`src/rtl/sd_cmd_pkg.sv`:
```
package sd_cmd_pkg;
  localparam int FRAME_LEN = 48;
  localparam int LONG_LEN  = 136;
  localparam int HDR_LEN   = 40;

  typedef enum logic [1:0] {ST_IDLE, ST_TX, ST_WAIT, ST_RX} cmd_state_e;
  typedef enum logic [1:0] {
    RSP_NONE        = 2'b00,
    RSP_SHORT       = 2'b01,
    RSP_SHORT_NOCRC = 2'b10,
    RSP_LONG        = 2'b11
  } rsp_mode_e;

  function automatic logic [6:0] crc7_step(logic [6:0] c, logic b);
    logic fb;
    fb = b ^ c[6];
    return {c[5:0], 1'b0} ^ (fb ? 7'h09 : 7'h00);
  endfunction

  function automatic logic [6:0] crc7_hdr(logic [HDR_LEN-1:0] v);
    logic [6:0] c;
    c = '0;
    for (int i = HDR_LEN - 1; i >= 0; i--) c = crc7_step(c, v[i]);
    return c;
  endfunction
endpackage

```
`src/rtl/sd_crc7_ser.sv`:
```
module sd_crc7_ser import sd_cmd_pkg::*; (
  input  logic       clk_i,
  input  logic       rst_ni,
  input  logic       clr_i,
  input  logic       en_i,
  input  logic       bit_i,
  output logic [6:0] crc_o
);
  logic [6:0] crc_q;

  always_ff @(posedge clk_i or negedge rst_ni) begin
    if (!rst_ni)    crc_q <= '0;
    else if (clr_i) crc_q <= '0;
    else if (en_i)  crc_q <= crc7_step(crc_q, bit_i);
  end

  assign crc_o = crc_q;
endmodule

```
`src/rtl/sd_busy_wait.sv`:
```
module sd_busy_wait #(
  parameter int DTMR_W = 32
) (
  input  logic              clk_i,
  input  logic              rst_ni,
  input  logic              go_i,
  input  logic              dat0_i,
  input  logic [DTMR_W-1:0] limit_i,
  output logic              act_o,
  output logic              end_o,
  output logic              tmo_o
);
  logic [DTMR_W-1:0] cnt_q, lim_q;
  logic              act_q, end_q, tmo_q;
  logic [DTMR_W:0]   cnt_inc;

  assign cnt_inc = {1'b0, cnt_q} + 1'b1;

  always_ff @(posedge clk_i or negedge rst_ni) begin
    if (!rst_ni) begin
      cnt_q <= '0;
      lim_q <= '0;
      act_q <= 1'b0;
      end_q <= 1'b0;
      tmo_q <= 1'b0;
    end else begin
      end_q <= 1'b0;
      tmo_q <= 1'b0;
      if (go_i) begin
        act_q <= 1'b1;
        cnt_q <= '0;
        lim_q <= limit_i;
      end else if (act_q) begin
        // release wins over expiry on the same sample
        if (dat0_i) begin
          act_q <= 1'b0;
          end_q <= 1'b1;
        end else if (cnt_inc >= {1'b0, lim_q}) begin
          act_q <= 1'b0;
          tmo_q <= 1'b1;
        end else begin
          cnt_q <= cnt_inc[DTMR_W-1:0];
        end
      end
    end
  end

  assign act_o = act_q;
  assign end_o = end_q;
  assign tmo_o = tmo_q;

  assert_busy_excl_R8: assert property (@(posedge clk_i) disable iff (!rst_ni)
    !(end_o && tmo_o));
  assert_busy_end_R7: assert property (@(posedge clk_i) disable iff (!rst_ni)
    end_o |-> ($past(act_o) && !act_o));
  assert_busy_tmo_R8: assert property (@(posedge clk_i) disable iff (!rst_ni)
    tmo_o |-> ($past(act_o) && !$past(dat0_i)));
endmodule

```
`src/rtl/sd_cmd_path.sv`:
```
module sd_cmd_path import sd_cmd_pkg::*; #(
  parameter int DTMR_W  = 32,
  parameter int RSP_TMO = 64
) (
  input  logic              clk_i,
  input  logic              rst_ni,
  input  logic              start_i,
  input  logic [5:0]        cmd_idx_i,
  input  logic [31:0]       cmd_arg_i,
  input  logic [1:0]        rsp_mode_i,
  input  logic              busy_rsp_i,
  input  logic              stop_i,
  input  logic [DTMR_W-1:0] dtimeout_i,
  output logic              cmd_o,
  output logic              cmd_oe_o,
  input  logic              cmd_i,
  input  logic              dat0_i,
  output logic [31:0]       resp_w0_o,
  output logic [31:0]       resp_w1_o,
  output logic [31:0]       resp_w2_o,
  output logic [31:0]       resp_w3_o,
  output logic              sent_o,
  output logic              rsp_end_o,
  output logic              crc_fail_o,
  output logic              cmd_tmo_o,
  output logic              abort_o,
  output logic              busy_o,
  output logic              busy_end_o,
  output logic              data_tmo_o
);
  localparam int CNT_W = $clog2(LONG_LEN + 1);
  localparam int TMO_W = $clog2(RSP_TMO + 1);
  localparam logic [CNT_W-1:0] TX_LAST  = CNT_W'(FRAME_LEN - 1);
  localparam logic [CNT_W-1:0] LONG_CRC = CNT_W'(9);

  cmd_state_e            state_q;
  rsp_mode_e             mode_q;
  logic [FRAME_LEN-1:0]  tx_sh_q;
  logic [CNT_W-1:0]      cnt_q, n_rx;
  logic [TMO_W-1:0]      tmo_q;
  logic                  busy_req_q, stop_q;
  logic [127:0]          rx_sh_q, rx_nx;
  logic [3:0][31:0]      resp_q;
  logic                  sent_q, rend_q, crcf_q, ctmo_q, abort_q;

  logic [HDR_LEN-1:0]    hdr;
  logic [FRAME_LEN-1:0]  frame;
  logic                  is_long, rx_last, crc_en, crc_clr, rsp_ok;
  logic                  busy_go, busy_act, start_ok;
  logic [6:0]            crc_rx;

  assign hdr      = {2'b01, cmd_idx_i, cmd_arg_i};
  assign frame    = {hdr, crc7_hdr(hdr), 1'b1};
  assign is_long  = (mode_q == RSP_LONG);
  assign n_rx     = cnt_q + CNT_W'(1);
  assign rx_nx    = {rx_sh_q[126:0], cmd_i};
  assign rx_last  = n_rx == (is_long ? CNT_W'(LONG_LEN) : CNT_W'(FRAME_LEN));
  // long: bits 127..1, short: bits 47..1; the residue must be zero
  assign crc_en   = (state_q == ST_RX) &&
                    (is_long ? (n_rx >= LONG_CRC && n_rx <= CNT_W'(LONG_LEN - 1))
                             : (n_rx <= CNT_W'(FRAME_LEN - 1)));
  assign crc_clr  = (state_q == ST_WAIT) && !cmd_i;
  assign rsp_ok   = (mode_q == RSP_SHORT_NOCRC) || (crc_rx == 7'd0);
  assign busy_go  = (state_q == ST_RX) && rx_last && rsp_ok && busy_req_q && !dat0_i;
  assign start_ok = start_i && (state_q == ST_IDLE) && !busy_act;

  sd_crc7_ser u_crc (
    .clk_i  (clk_i),
    .rst_ni (rst_ni),
    .clr_i  (crc_clr),
    .en_i   (crc_en),
    .bit_i  (cmd_i),
    .crc_o  (crc_rx)
  );

  sd_busy_wait #(.DTMR_W(DTMR_W)) u_busy (
    .clk_i   (clk_i),
    .rst_ni  (rst_ni),
    .go_i    (busy_go),
    .dat0_i  (dat0_i),
    .limit_i (dtimeout_i),
    .act_o   (busy_act),
    .end_o   (busy_end_o),
    .tmo_o   (data_tmo_o)
  );

  always_ff @(posedge clk_i or negedge rst_ni) begin
    if (!rst_ni) begin
      state_q    <= ST_IDLE;
      mode_q     <= RSP_NONE;
      tx_sh_q    <= '0;
      cnt_q      <= '0;
      tmo_q      <= '0;
      busy_req_q <= 1'b0;
      stop_q     <= 1'b0;
      rx_sh_q    <= '0;
      resp_q     <= '0;
      sent_q     <= 1'b0;
      rend_q     <= 1'b0;
      crcf_q     <= 1'b0;
      ctmo_q     <= 1'b0;
      abort_q    <= 1'b0;
    end else begin
      sent_q  <= 1'b0;
      rend_q  <= 1'b0;
      crcf_q  <= 1'b0;
      ctmo_q  <= 1'b0;
      abort_q <= 1'b0;
      unique case (state_q)
        ST_IDLE: if (start_ok) begin
          state_q    <= ST_TX;
          tx_sh_q    <= frame;
          cnt_q      <= '0;
          mode_q     <= rsp_mode_e'(rsp_mode_i);
          busy_req_q <= busy_rsp_i;
          stop_q     <= stop_i;
        end
        ST_TX: begin
          tx_sh_q <= {tx_sh_q[FRAME_LEN-2:0], 1'b1};
          cnt_q   <= cnt_q + CNT_W'(1);
          if (cnt_q == TX_LAST) begin
            abort_q <= stop_q;
            tmo_q   <= '0;
            if (mode_q == RSP_NONE) begin
              sent_q  <= 1'b1;
              state_q <= ST_IDLE;
            end else begin
              state_q <= ST_WAIT;
            end
          end
        end
        ST_WAIT: begin
          if (!cmd_i) begin
            state_q <= ST_RX;
            cnt_q   <= CNT_W'(1);
            rx_sh_q <= rx_nx;
          end else if (tmo_q == TMO_W'(RSP_TMO - 1)) begin
            ctmo_q  <= 1'b1;
            state_q <= ST_IDLE;
          end else begin
            tmo_q <= tmo_q + TMO_W'(1);
          end
        end
        ST_RX: begin
          rx_sh_q <= rx_nx;
          cnt_q   <= n_rx;
          if (rx_last) begin
            state_q <= ST_IDLE;
            rend_q  <= rsp_ok;
            crcf_q  <= !rsp_ok;
            if (is_long) begin
              for (int w = 0; w < 4; w++) resp_q[w] <= rx_nx[127-32*w -: 32];
            end else begin
              resp_q[0] <= rx_nx[39:8];
            end
          end
        end
        default: state_q <= ST_IDLE;
      endcase
    end
  end

  assign cmd_oe_o   = (state_q == ST_TX);
  assign cmd_o      = (state_q == ST_TX) ? tx_sh_q[FRAME_LEN-1] : 1'b1;
  assign resp_w0_o  = resp_q[0];
  assign resp_w1_o  = resp_q[1];
  assign resp_w2_o  = resp_q[2];
  assign resp_w3_o  = resp_q[3];
  assign sent_o     = sent_q;
  assign rsp_end_o  = rend_q;
  assign crc_fail_o = crcf_q;
  assign cmd_tmo_o  = ctmo_q;
  assign abort_o    = abort_q;
  assign busy_o     = busy_act;

  assert_start_bit_R1: assert property (@(posedge clk_i) disable iff (!rst_ni)
    $rose(cmd_oe_o) |-> !cmd_o);
  assert_sent_after_tx_R2: assert property (@(posedge clk_i) disable iff (!rst_ni)
    sent_o |-> ($past(cmd_oe_o) && !cmd_oe_o));
  assert_abort_after_tx_R9: assert property (@(posedge clk_i) disable iff (!rst_ni)
    abort_o |-> ($past(cmd_oe_o) && !cmd_oe_o));
  assert_result_excl_R4: assert property (@(posedge clk_i) disable iff (!rst_ni)
    $onehot0({sent_o, rsp_end_o, crc_fail_o, cmd_tmo_o}));
  assert_tmo_undriven_R6: assert property (@(posedge clk_i) disable iff (!rst_ni)
    cmd_tmo_o |-> (!cmd_oe_o && !$past(cmd_oe_o)));
  assert_busy_undriven_R10: assert property (@(posedge clk_i) disable iff (!rst_ni)
    busy_o |-> !cmd_oe_o);
endmodule

```
`config.mk`:
```
export PLATFORM = sky130hd
export DESIGN_NAME = sd_cmd_path
export DESIGN_NICKNAME = d
export VERILOG_FILES = /design/src/rtl/sd_cmd_pkg.sv /design/src/rtl/sd_crc7_ser.sv /design/src/rtl/sd_busy_wait.sv /design/src/rtl/sd_cmd_path.sv
export SDC_FILE = /design/constraint.sdc
export NUM_CORES = 1
export LEC_CHECK = 0
export CAP_MARGIN = 10
export CORE_MARGIN = 1
export CORE_UTILIZATION = 40
export CTS_BUF_LIST = sky130_fd_sc_hd__clkbuf_8
export CTS_CLUSTER_SIZE = 25
export DETAILED_ROUTE_END_ITERATION = 8
export DONT_BUFFER_PORTS = 1
export PLACE_DENSITY = 0.59
export SYNTH_ARGS = -nofsm -noshare
export SYNTH_HDL_FRONTEND = slang
export SYNTH_SLANG_ARGS = --single-unit
export TNS_END_PERCENT = 10
```
`constraint.sdc`:
```
create_clock -name clk_i -period 6.4 [get_ports clk_i]
set_clock_uncertainty 0.2 [all_clocks]
set_input_delay 0.64 -clock clk_i [delete_from_list [all_inputs] [get_ports clk_i]]
set_output_delay 0.64 -clock clk_i [all_outputs]
set_load 0.02 [all_outputs]
```
==> results.json, run 1 <==
{
  "hold_viol_final": 403,
  "initial_core_util": 0.405,
  "fin_util": 0.469,
  "postRouteAntennaNets": 0,
  "layout_commonest_cell": "dfrtp_1",
  "die_h_um": 213,
  "core_area_mm2": 0.0441,
  "crit_slowest_cell": "or4_1",
  "violations": "hold timing",
  "cts.clk_slew.worst_paths_ps": 60,
  "synthToLayoutAreaGrowth_pct": 15.8,
  "cts.sinks": 403,
  "fmax_mhz": 188,
  "fin_crit_sh": 0.832,
  "worstRegToRegCells": 15,
  "synthTopCellsByArea": "dfrtp_1 (56%), mux2_2 (14%), xnor2_1 (3.9%)",
  "cp_num_buf_inv": 0,
  "dp.cells": 2020,
  "io_buffers": 0,
  "drive_gt1_frac": 0.220,
  "ys_types": 59,
  "cts_max_path_buffers": 3,
  "worstPathArrival_ps": 5620,
  "cts_max_level": 3,
  "finalSetupViolations": 0,
  "grt_max_degree": 404,
  "max-cap-violations": 0,
  "cts_buffers": 74,
  "synth-async-reset-ratio": 1.00,
  "final_area_mm2": 0.0207,
  "place_area_mm2": 0.0184,
  "num-nets-final": 1696,
  "worstSkewPairLatency_ps": 630,
  "vias": 11400,
  "power.density_mw_per_mm2": 365,
  "n_fill_cell": 4040,
  "leakagePower_nw": 10.0,
  "vias_per_cell": 5.13,
  "hold_slack_ps": -488,
  "crit_top_cell": "nor3b_1",
  "die_area_mm2": 0.0456,
  "finalWirelength_um": 39200,
  "r2r_slack_ps": 1080,
  "placementRows": 77,
  "critPathLaunchType": "flip-flop",
  "r2r_start": "u_busy.cnt_q[10]$_DFFE_PN0P_",
  "cts_hold_buffers": 76,
  "routedWlPerCell_um": 17.6,
  "avgSynthCellArea_um2": 12.0,
  "drc": 0,
  "rsz0062_at_grt": "no",
  "fin_crit_ps": 5320,
  "path_max_fanout": 33,
  "timing_worst_setup_path_type": "reg2reg",
  "synth_top_cell_by_area": "dfrtp_1",
  "critical-path-top-delay-family": "simple AND/OR/NAND/NOR gates",
  "rr_endpoint": "u_busy.cnt_q[6]$_DFFE_PN0P_",
  "final_cell_count_no_fill": 2226,
  "antenna_found_initial": 1,
  "gp_congestion": 0.782,
  "gr-total-overflow": 0,
  "die_w_um": 213,
  "synth_edf_count": 0,
  "setup_tns_ps": 0,
  "synth.top_cell.area_share": 0.564,
  "grtUsageTotal": 0.175,
  "first_iter_violations": 733,
  "hp-class": "in2async",
  "yosysWarnings": 0,
  "cts_tree": "done",
  "syn-instance-count": 1489,
  "syn_area_mm2": 0.0179,
  "synth_flop_cell": "dfrtp_1",
  "cpPeakStageDelay_ps": 630,
  "tightest_slew_ps": 1030,
  "synth-seq-area-share": 0.564,
  "critPathRequiredTime_ps": 6700,
  "slew_violations": 0,
  "vdd_drop_max_mv": 0.232,
  "grt_pass1_wl_um": 63400,
  "pin_count": 217,
  "grt_pass1_vias": 11900,
  "synth_seq_cells": 403,
  "dp_hpwl_um": 23900,
  "synth_fp_nets": 1605,
  "cp-end-kind": "flip-flop",
  "layout_common_cells": "dfrtp_1 (403), mux2_2 (228), nand2_1 (124), nor2_1 (102), o21ai_0 (96)",
  "path_cells": "nand4_1 -> nor3_1 -> nor3b_1 -> nand3_1 -> or4_1 -> xnor2_1 -> ha_1 -> a21o_1 -> a21oi_1 -> nor3b_1 -> o221ai_1 -> o21ai_0 -> nor2b_1 -> a31oi_4 -> a221o_1",
  "max_slew_margin": 0.312,
  "cts-root-buf": "clkbuf_8",
  "run_status": "complete, but fails checks",
  "drtPass1Iterations": 7
}
[synth_stat cells, types with 6 or more instances]
library cell,n
a22oi_1,11
mux2_2,228
mux2i_1,37
nand2b_1,6
nor2_1,102
a21oi_1,14
inv_1,47
a21o_1,10
clkbuf_1,48
xnor2_1,80
ha_1,37
nor3_1,14
buf_2,14
a221o_1,12
a22o_1,22
nand2_1,125
xor2_1,30
and3_1,13
o21ai_0,96
nand3_1,17
dfrtp_1,403
o22ai_1,34
nand4_1,16
nor2b_1,6
[worst max path at each step]
stage / from / endpoint / slack (ps) / cells after the start
6_report: u_busy.cnt_q[10]$_DFFE_PN0P_ / u_busy.cnt_q[6]$_DFFE_PN0P_ / 1080 / 15
5_1_grt: u_busy.cnt_q[10]$_DFFE_PN0P_ / u_busy.cnt_q[29]$_DFFE_PN0P_ / 550 / 15
4_1_cts: u_busy.cnt_q[10]$_DFFE_PN0P_ / u_busy.cnt_q[29]$_DFFE_PN0P_ / 1070 / 15
3_5_place_dp: u_busy.cnt_q[10]$_DFFE_PN0P_ / u_busy.cnt_q[6]$_DFFE_PN0P_ / 1100 / 15
3_3_place_gp: u_busy.cnt_q[10]$_DFFE_PN0P_ / u_busy.cnt_q[2]$_DFFE_PN0P_ / 1250 / 15
2_1_floorplan: u_busy.cnt_q[10]$_DFFE_PN0P_ / u_busy.cnt_q[6]$_DFFE_PN0P_ / 2040 / 17
[cell families (layout without fill, tap and decap cells)]
| family | after synthesis | count (layout) | share of synthesized area |
|---|---|---|---|
| flops | 403 | 403 | 0.564 |
| fa+ha+maj | 37 | 37 | 0.0259 |
| buf+inv | 120 | 264 | 0.0274 |
| other cells | 0 | 1 | 0 |
| compound gates | 221 | 221 | 0.0793 |
| simple gates | 333 | 333 | 0.0853 |
| mux | 265 | 265 | 0.164 |
| xor+xnor | 110 | 110 | 0.0539 |
[report_power, final]
part           switching, mW  leakage, nW  internal, mW
clock                   1.08        0.868          1.40
combinational          0.900         3.86         0.879
sequential             0.346         5.28          2.96
[flip-flops by register name, indices dropped and copies added (netlist names), 2 cells and up]
name / count
rx_sh_q: 127
resp_w0_o: 32
mode_q: 2
cnt_q: 8
u_busy.cnt_q: 32
resp_w2_o: 32
resp_w3_o: 32
state_q: 2
resp_w1_o: 32
tx_sh_q: 48
u_crc.crc_o: 7
u_busy.lim_q: 32
tmo_q: 7
[layer usage]
layer,up-vias,share of wire,GRT usage
met5,-,0,0
met4,0,0.023,0.0628
met3,65,0.054,0.0489
met2,261,0.47,0.275
met1,5708,0.45,0.230
li1,5386,-,-
[metrics by stage]
step           total power [mW]  hold WS, ps  setup slack, ps
6_report                   7.56         -488             1080
5_1_grt                    8.03         -556              545
4_1_cts                    7.67         -567             1070
3_5_place_dp               5.10          153             1100
3_3_place_gp               5.05          153             1250
2_1_floorplan              4.71          144             2040
[repair_timing]
item / in CTS / in global routing
endpoints found under the hold margin: 481 / 403
buffers inserted: 0 / 0
gates resized for setup: 0 / 0
[cell type report]
class | count | area, µm² | share of cell area
Timing Repair Buffer | 86 | 848 | 0.0410
Antenna cell | 1 | 2.50 | 0.000121
Sequential cell | 403 | 10100 | 0.487
Clock inverter | 35 | 210 | 0.0102
Clock buffer | 94 | 1290 | 0.0625
Inverter | 49 | 184 | 0.00888
Tap cell | 592 | 741 | 0.0358
Multi-Input combinational cell | 966 | 7340 | 0.355
(Power assumes the default switching activity.)
==> run 2, diff against run 1 <==
--- a/config.mk
+++ b/config.mk
@@ -12,7 +12,7 @@
 export CTS_CLUSTER_SIZE = 25
 export DETAILED_ROUTE_END_ITERATION = 8
 export DONT_BUFFER_PORTS = 1
-export PLACE_DENSITY = 0.59
+export PLACE_DENSITY = 0.61
 export SYNTH_ARGS = -nofsm -noshare
 export SYNTH_HDL_FRONTEND = slang
 export SYNTH_SLANG_ARGS = --single-unit
==> constraint.sdc (replaced) <==
create_clock -name clk_i -period 4.8 [get_ports clk_i]
set_clock_uncertainty 0.2 [all_clocks]
set_input_delay 0.48 -clock clk_i [delete_from_list [all_inputs] [get_ports clk_i]]
set_output_delay 0.48 -clock clk_i [all_outputs]
set_load 0.02 [all_outputs]
==> run 2 against run 1 <==
Against the previous run: the run still ends with hold timing left; sequential power is 33% higher; sequential share of layout area is 0.53 points lower; fmax is 21% higher; global-route usage hardly changed; via count is 1.8% higher; wire length is 0.64% higher; hold slack worse by 170 ps; critical path depth is 1 higher; critical endpoint is now u_busy.cnt_q[5]$_DFFE_PN0P_.
==> results.json, run 2 (synthesized netlist as in run 1, its figures left out) <==
{
  "leakagePower_nw": 10.1,
  "first_iter_violations": 609,
  "placementRows": 77,
  "fin_util": 0.474,
  "critical-path-top-delay-family": "compound AO/OA/AOI/OAI gates",
  "pin_count": 217,
  "violations": "hold timing",
  "initial_core_util": 0.405,
  "path_max_fanout": 20,
  "cts_hold_buffers": 87,
  "fin_crit_sh": 0.919,
  "io_buffers": 0,
  "cp_num_buf_inv": 2,
  "antenna_found_initial": 1,
  "layout_common_cells": "dfrtp_1 (402), mux2_2 (228), nand2_1 (124), nor2_1 (102), o21ai_0 (95)",
  "routedWlPerCell_um": 17.5,
  "cts_tree": "done",
  "cts_max_path_buffers": 3,
  "run_status": "complete, but fails checks",
  "layout_commonest_cell": "dfrtp_1",
  "worstSkewPairLatency_ps": 650,
  "reg_top3": "rx_sh_q: 127 flops, tx_sh_q: 48 flops",
  "tightest_slew_ps": 1080,
  "dp_hpwl_um": 24400,
  "slew_violations": 0,
  "fin_crit_ps": 4410,
  "total_power_mw": 10.0,
  "die_w_um": 213,
  "finalSetupViolations": 0,
  "cts-root-buf": "clkbuf_8",
  "cts.sinks": 403,
  "gr-total-overflow": 0,
  "cts_max_level": 3,
  "antennaDiodeCount": 0,
  "critPathRequiredTime_ps": 5110,
  "setup_tns_ps": 0,
  "postRouteAntennaNets": 0,
  "hold_viol_final": 403,
  "largest_reg_flops": 127,
  "max_slew_margin": 0.277,
  "cts.clk_slew.worst_paths_ps": 60,
  "critPathLaunchType": "flip-flop",
  "core_area_mm2": 0.0441,
  "drive_gt1_frac": 0.230,
  "vias_per_cell": 5.16,
  "seqCellArea_mm2": 0.0101,
  "hp-class": "in2async",
  "largest_register": "rx_sh_q",
  "vdd_drop_max_mv": 0.261,
  "die_h_um": 213,
  "die_area_mm2": 0.0456,
  "gp_congestion": 0.803,
  "timing_worst_setup_path_type": "reg2reg",
  "num-nets-final": 1722,
  "cp-end-kind": "flip-flop",
  "fmax_mhz": 227,
  "drc": 0,
  "rsz0062_at_grt": "no",
  "worstPathArrival_ps": 4720,
  "final_area_mm2": 0.0209,
  "place_area_mm2": 0.0186,
  "cpPeakStageDelay_ps": 430,
  "crit_slowest_cell": "dfrtp_1",
  "grtUsageTotal": 0.175,
  "cts_buffers": 73,
  "synthToLayoutAreaGrowth_pct": 17.1,
  "max-cap-violations": 0,
  "grt_pass1_wl_um": 62900,
  "n_fill_cell": 4082,
  "drtPass1Iterations": 5,
  "multi_input_area_mm2": 0.00737,
  "grt_pass1_vias": 11900,
  "finalWirelength_um": 39400,
  "vias": 11600,
  "power.density_mw_per_mm2": 478,
  "grt_max_degree": 404,
  "hold_slack_ps": -654,
  "path_cells": "ha_1 -> nand3_1 -> or2_2 -> nor2_1 -> xor2_1 -> ha_1 -> a21o_1 -> a21o_1 -> a2111oi_0 -> buf_4 -> o221ai_1 -> o21ai_1 -> nor2b_2 -> a31oi_2 -> buf_4 -> a221o_1"
}
-- run 2: changes by cell type in the layout (fill, tap and decap cells not counted), moves of 2 or more --
cell	change
buf_12	+2
buf_4	+14
clkbuf_8	-5
clkinv_2	+3
dlygate4sd3_1	+11
nor3b_1	-2
-- run 2: worst paths after layout --
path / from / to / slack [ps] / cells past startpoint
setup / recovery: u_busy.cnt_q[0]$_DFFE_PN0P_ / u_busy.cnt_q[5]$_DFFE_PN0P_ / 390 / 16
hold / removal: rst_ni / resp_w3_o[23]$_DFFE_PN0P_ / -650 / 0
setup reg to reg: u_busy.cnt_q[0]$_DFFE_PN0P_ / u_busy.cnt_q[5]$_DFFE_PN0P_ / 390 / 16
hold reg to reg: tmo_q[6]$_DFFE_PN0P_ / cmd_tmo_o$_DFF_PN0_ / 260 / 1
max in group asynchronous: rst_ni / crc_fail_o$_DFF_PN0_ / 4360 / 0
min in group clk_i: cmd_arg_i[3] / tx_sh_q[7]$_DFFE_PN0P_ / 110 / 4
-- run 2: final cells by class --
type                       count  share of cell area
multi-input combinational    966               0.352
timing repair buffer         113              0.0527
tap                          592              0.0354
inverter                      49             0.00879
clock inverter                39              0.0108
clock buffer                  89              0.0585
sequential                   403               0.482
-- run 2: where the power goes --
part / total (mW) / internal (mW) / switching, mW
Clock: 3.21 / 1.74 / 1.46
Combinational: 2.40 / 1.19 / 1.21
Sequential: 4.41 / 3.95 / 0.459
Total: 10.0 / 6.89 / 3.13
-- run 2: per-stage QoR --
step / worst slack (ps) / std cells / hold WS (ps)
2_1_floorplan: 437 / 1489 / -15.6
3_3_place_gp: 310 / 2035 / -6.74
3_5_place_dp: 157 / 2035 / -6.13
4_1_cts: 114 / 2250 / -736
5_1_grt: 63.2 / 2251 / -706
6_report: 389 / 2251 / -654
-- run 2: repair_timing --
action                                  4_1_cts  5_1_grt
endpoints found under the setup margin        0       32
hold endpoints to repair                    488      403
gates resized for setup                       0        9
buffers inserted                              0        1
-- run 2: metal layers --
metal  GRT usage  share of wire  vias to the layer above
met5           0              0                        -
li1            -              -                     5462
met2       0.280           0.49                      235
met1       0.224           0.44                     5875
met4      0.0692          0.021                        0
met3      0.0472          0.057                       49
==> run 3, diff against run 2 <==
--- a/config.mk
+++ b/config.mk
@@ -7,12 +7,12 @@
 export LEC_CHECK = 0
 export CAP_MARGIN = 10
 export CORE_MARGIN = 1
-export CORE_UTILIZATION = 40
+export CORE_UTILIZATION = 35
 export CTS_BUF_LIST = sky130_fd_sc_hd__clkbuf_8
 export CTS_CLUSTER_SIZE = 25
 export DETAILED_ROUTE_END_ITERATION = 8
 export DONT_BUFFER_PORTS = 1
-export PLACE_DENSITY = 0.61
+export PLACE_DENSITY_LB_ADDON = 0.25
 export SYNTH_ARGS = -nofsm -noshare
 export SYNTH_HDL_FRONTEND = slang
 export SYNTH_SLANG_ARGS = --single-unit
==> constraint.sdc (replaced) <==
create_clock -name clk_i -period 5.2 [get_ports clk_i]
set_clock_uncertainty 0.2 [all_clocks]
set_input_delay 0.52 -clock clk_i [delete_from_list [all_inputs] [get_ports clk_i]]
set_output_delay 0.52 -clock clk_i [all_outputs]
set_load 0.02 [all_outputs]
==> run 3 against run 2 <==
Against the previous run: the flow still finishes with violations (hold timing); sequential power fell by 7.5%; die area is 14% higher; combinational power is 8% lower; first-iteration DRC count down 0.99%; clock-buffer cell count rose by 6; critical path depth grew 2; register-to-register slack improved by 80 ps.
==> results.json, run 3 (synthesized netlist as in run 1, its figures left out) <==
{
  "run_status": "complete, but fails checks",
  "violations": "hold timing",
  "hp-class": "in2async",
  "final_area_mm2": 0.0209,
  "grtUsageTotal": 0.159,
  "cp-end-kind": "flip-flop",
  "initial_core_util": 0.356,
  "place_area_mm2": 0.0186,
  "crit_slowest_cell": "nor3_1",
  "leakagePower_nw": 10.0,
  "gp_congestion": 0.772,
  "cts_setup_buffers": 0,
  "slew_violations": 0,
  "drtPass1Iterations": 4,
  "cts_max_path_buffers": 3,
  "final_cell_count_no_fill": 2315,
  "cts.clk_slew.worst_paths_ps": 60,
  "drc": 0,
  "grt_max_degree": 404,
  "hold_viol_final": 403,
  "cts_tree": "done",
  "hold_slack_ps": -613,
  "crit_top_cell": "buf_4",
  "critPathRequiredTime_ps": 5500,
  "antenna_found_initial": 1,
  "drive_gt1_frac": 0.232,
  "post-place-ws_ps": 294,
  "synthToLayoutAreaGrowth_pct": 17.0,
  "dp.cells": 2108,
  "worstSkewPairLatency_ps": 640,
  "cts.sinks": 403,
  "largest_register": "rx_sh_q",
  "max_slew_margin": 0.196,
  "grt_pass1_wl_um": 66700,
  "cts-root-buf": "clkbuf_8",
  "vdd_drop_max_mv": 0.372,
  "cts_hold_buffers": 77,
  "fin_ws_ps": 469,
  "power.density_mw_per_mm2": 448,
  "layout_common_cells": "dfrtp_1 (403), mux2_2 (228), nand2_1 (124), nor2_1 (101), o21ai_0 (96)",
  "path_cells": "nand4_1 -> nor3_2 -> nor3b_2 -> nand3_1 -> buf_4 -> nor2_1 -> buf_4 -> xor2_1 -> ha_1 -> nand4_1 -> nor3_1 -> o21ai_0 -> o221ai_1 -> o21ai_0 -> nor2b_2 -> buf_4 -> and3_1 -> a221o_1",
  "dp_hpwl_um": 24900,
  "seqCellArea_mm2": 0.0101,
  "placementRows": 82,
  "timing_worst_setup_path_type": "reg2reg",
  "crit_path_start": "u_busy.cnt_q[10]$_DFFE_PN0P_",
  "worstPathArrival_ps": 5030,
  "cpPeakStageDelay_ps": 520,
  "multi_input_area_mm2": 0.00736,
  "cp_num_buf_inv": 3,
  "finalWirelength_um": 40500,
  "vias_per_cell": 4.98,
  "reg_top3": "rx_sh_q: 127 flops, tx_sh_q: 48 flops",
  "die_w_um": 228,
  "max-cap-violations": 0,
  "path_max_fanout": 25,
  "die_area_mm2": 0.0520,
  "layout_commonest_cell": "dfrtp_1",
  "io_buffers": 0,
  "postRouteAntennaNets": 0,
  "gr-total-overflow": 0,
  "largest_reg_flops": 127,
  "total_power_mw": 9.38,
  "finalSetupViolations": 0,
  "critical-path-top-delay-family": "simple AND/OR/NAND/NOR gates",
  "cts_buffers": 74,
  "num-nets-final": 1705,
  "grt_pass1_vias": 12200,
  "vias": 11500,
  "first_iter_violations": 603,
  "setup_tns_ps": 0,
  "core_area_mm2": 0.0503,
  "cts_max_level": 3,
  "rsz0062_at_grt": "no",
  "critPathLaunchType": "flip-flop",
  "n_fill_cell": 4799,
  "die_h_um": 228,
  "r2r_start": "u_busy.cnt_q[10]$_DFFE_PN0P_",
  "pin_count": 217,
  "fin_crit_sh": 0.910,
  "fin_crit_ps": 4730,
  "tightest_slew_ps": 1200,
  "r2r_slack_ps": 470,
  "fmax_mhz": 211,
  "routedWlPerCell_um": 17.5
}
==> run 3: final timing paths <==
path / endpoint / depth (start not counted)
setup reg to reg: u_busy.cnt_q[18]$_DFFE_PN0P_ / 18
hold reg to reg: cmd_tmo_o$_DFF_PN0_ / 1
max in group asynchronous: tmo_q[5]$_DFFE_PN0P_ / 0
hold / removal: resp_w3_o[24]$_DFFE_PN0P_ / 0
setup / recovery: u_busy.cnt_q[18]$_DFFE_PN0P_ / 18
min in group clk_i: u_busy.lim_q[6]$_DFFE_PN0P_ / 3
==> run 3: per-layer routing <==
| layer | track usage | wire length [µm] | vias up |
|---|---|---|---|
| li1 | - | - | 5429 |
| met1 | 0.204 | 18100 | 5780 |
| met2 | 0.252 | 19100 | 236 |
| met3 | 0.0466 | 2210 | 77 |
| met4 | 0.0604 | 1110 | 0 |
| met5 | 0 | 0 | - |
==> run 3: layout make-up <==
class                           instances  area share
Antenna cell                            2    0.000239
Clock buffer                           95      0.0625
Clock inverter                         33      0.0103
Inverter                               49     0.00879
Multi-Input combinational cell        966       0.352
Sequential cell                       403       0.482
Tap cell                              672      0.0402
Timing Repair Buffer                   95      0.0445
==> run 3: report_power, final <==
group	leakage [nW]	internal [mW]	switching, mW
registers	5.28	3.65	0.433
clock network	0.850	1.74	1.35
logic	3.90	1.09	1.11
==> run 3: stage by stage <==
stage	hold slack [ps]	util
6_report	-613	0.416
5_1_grt	-678	0.416
3_5_place_dp	31.1	0.370
3_3_place_gp	32.4	0.370
2_1_floorplan	24.4	-
4_1_cts	-686	0.416
==> run 3: what timing repair did <==
item / CTS / global route
hold endpoints to repair: 484 / 403
setup endpoints to repair: 0 / 32
gates resized for setup: 0 / 4
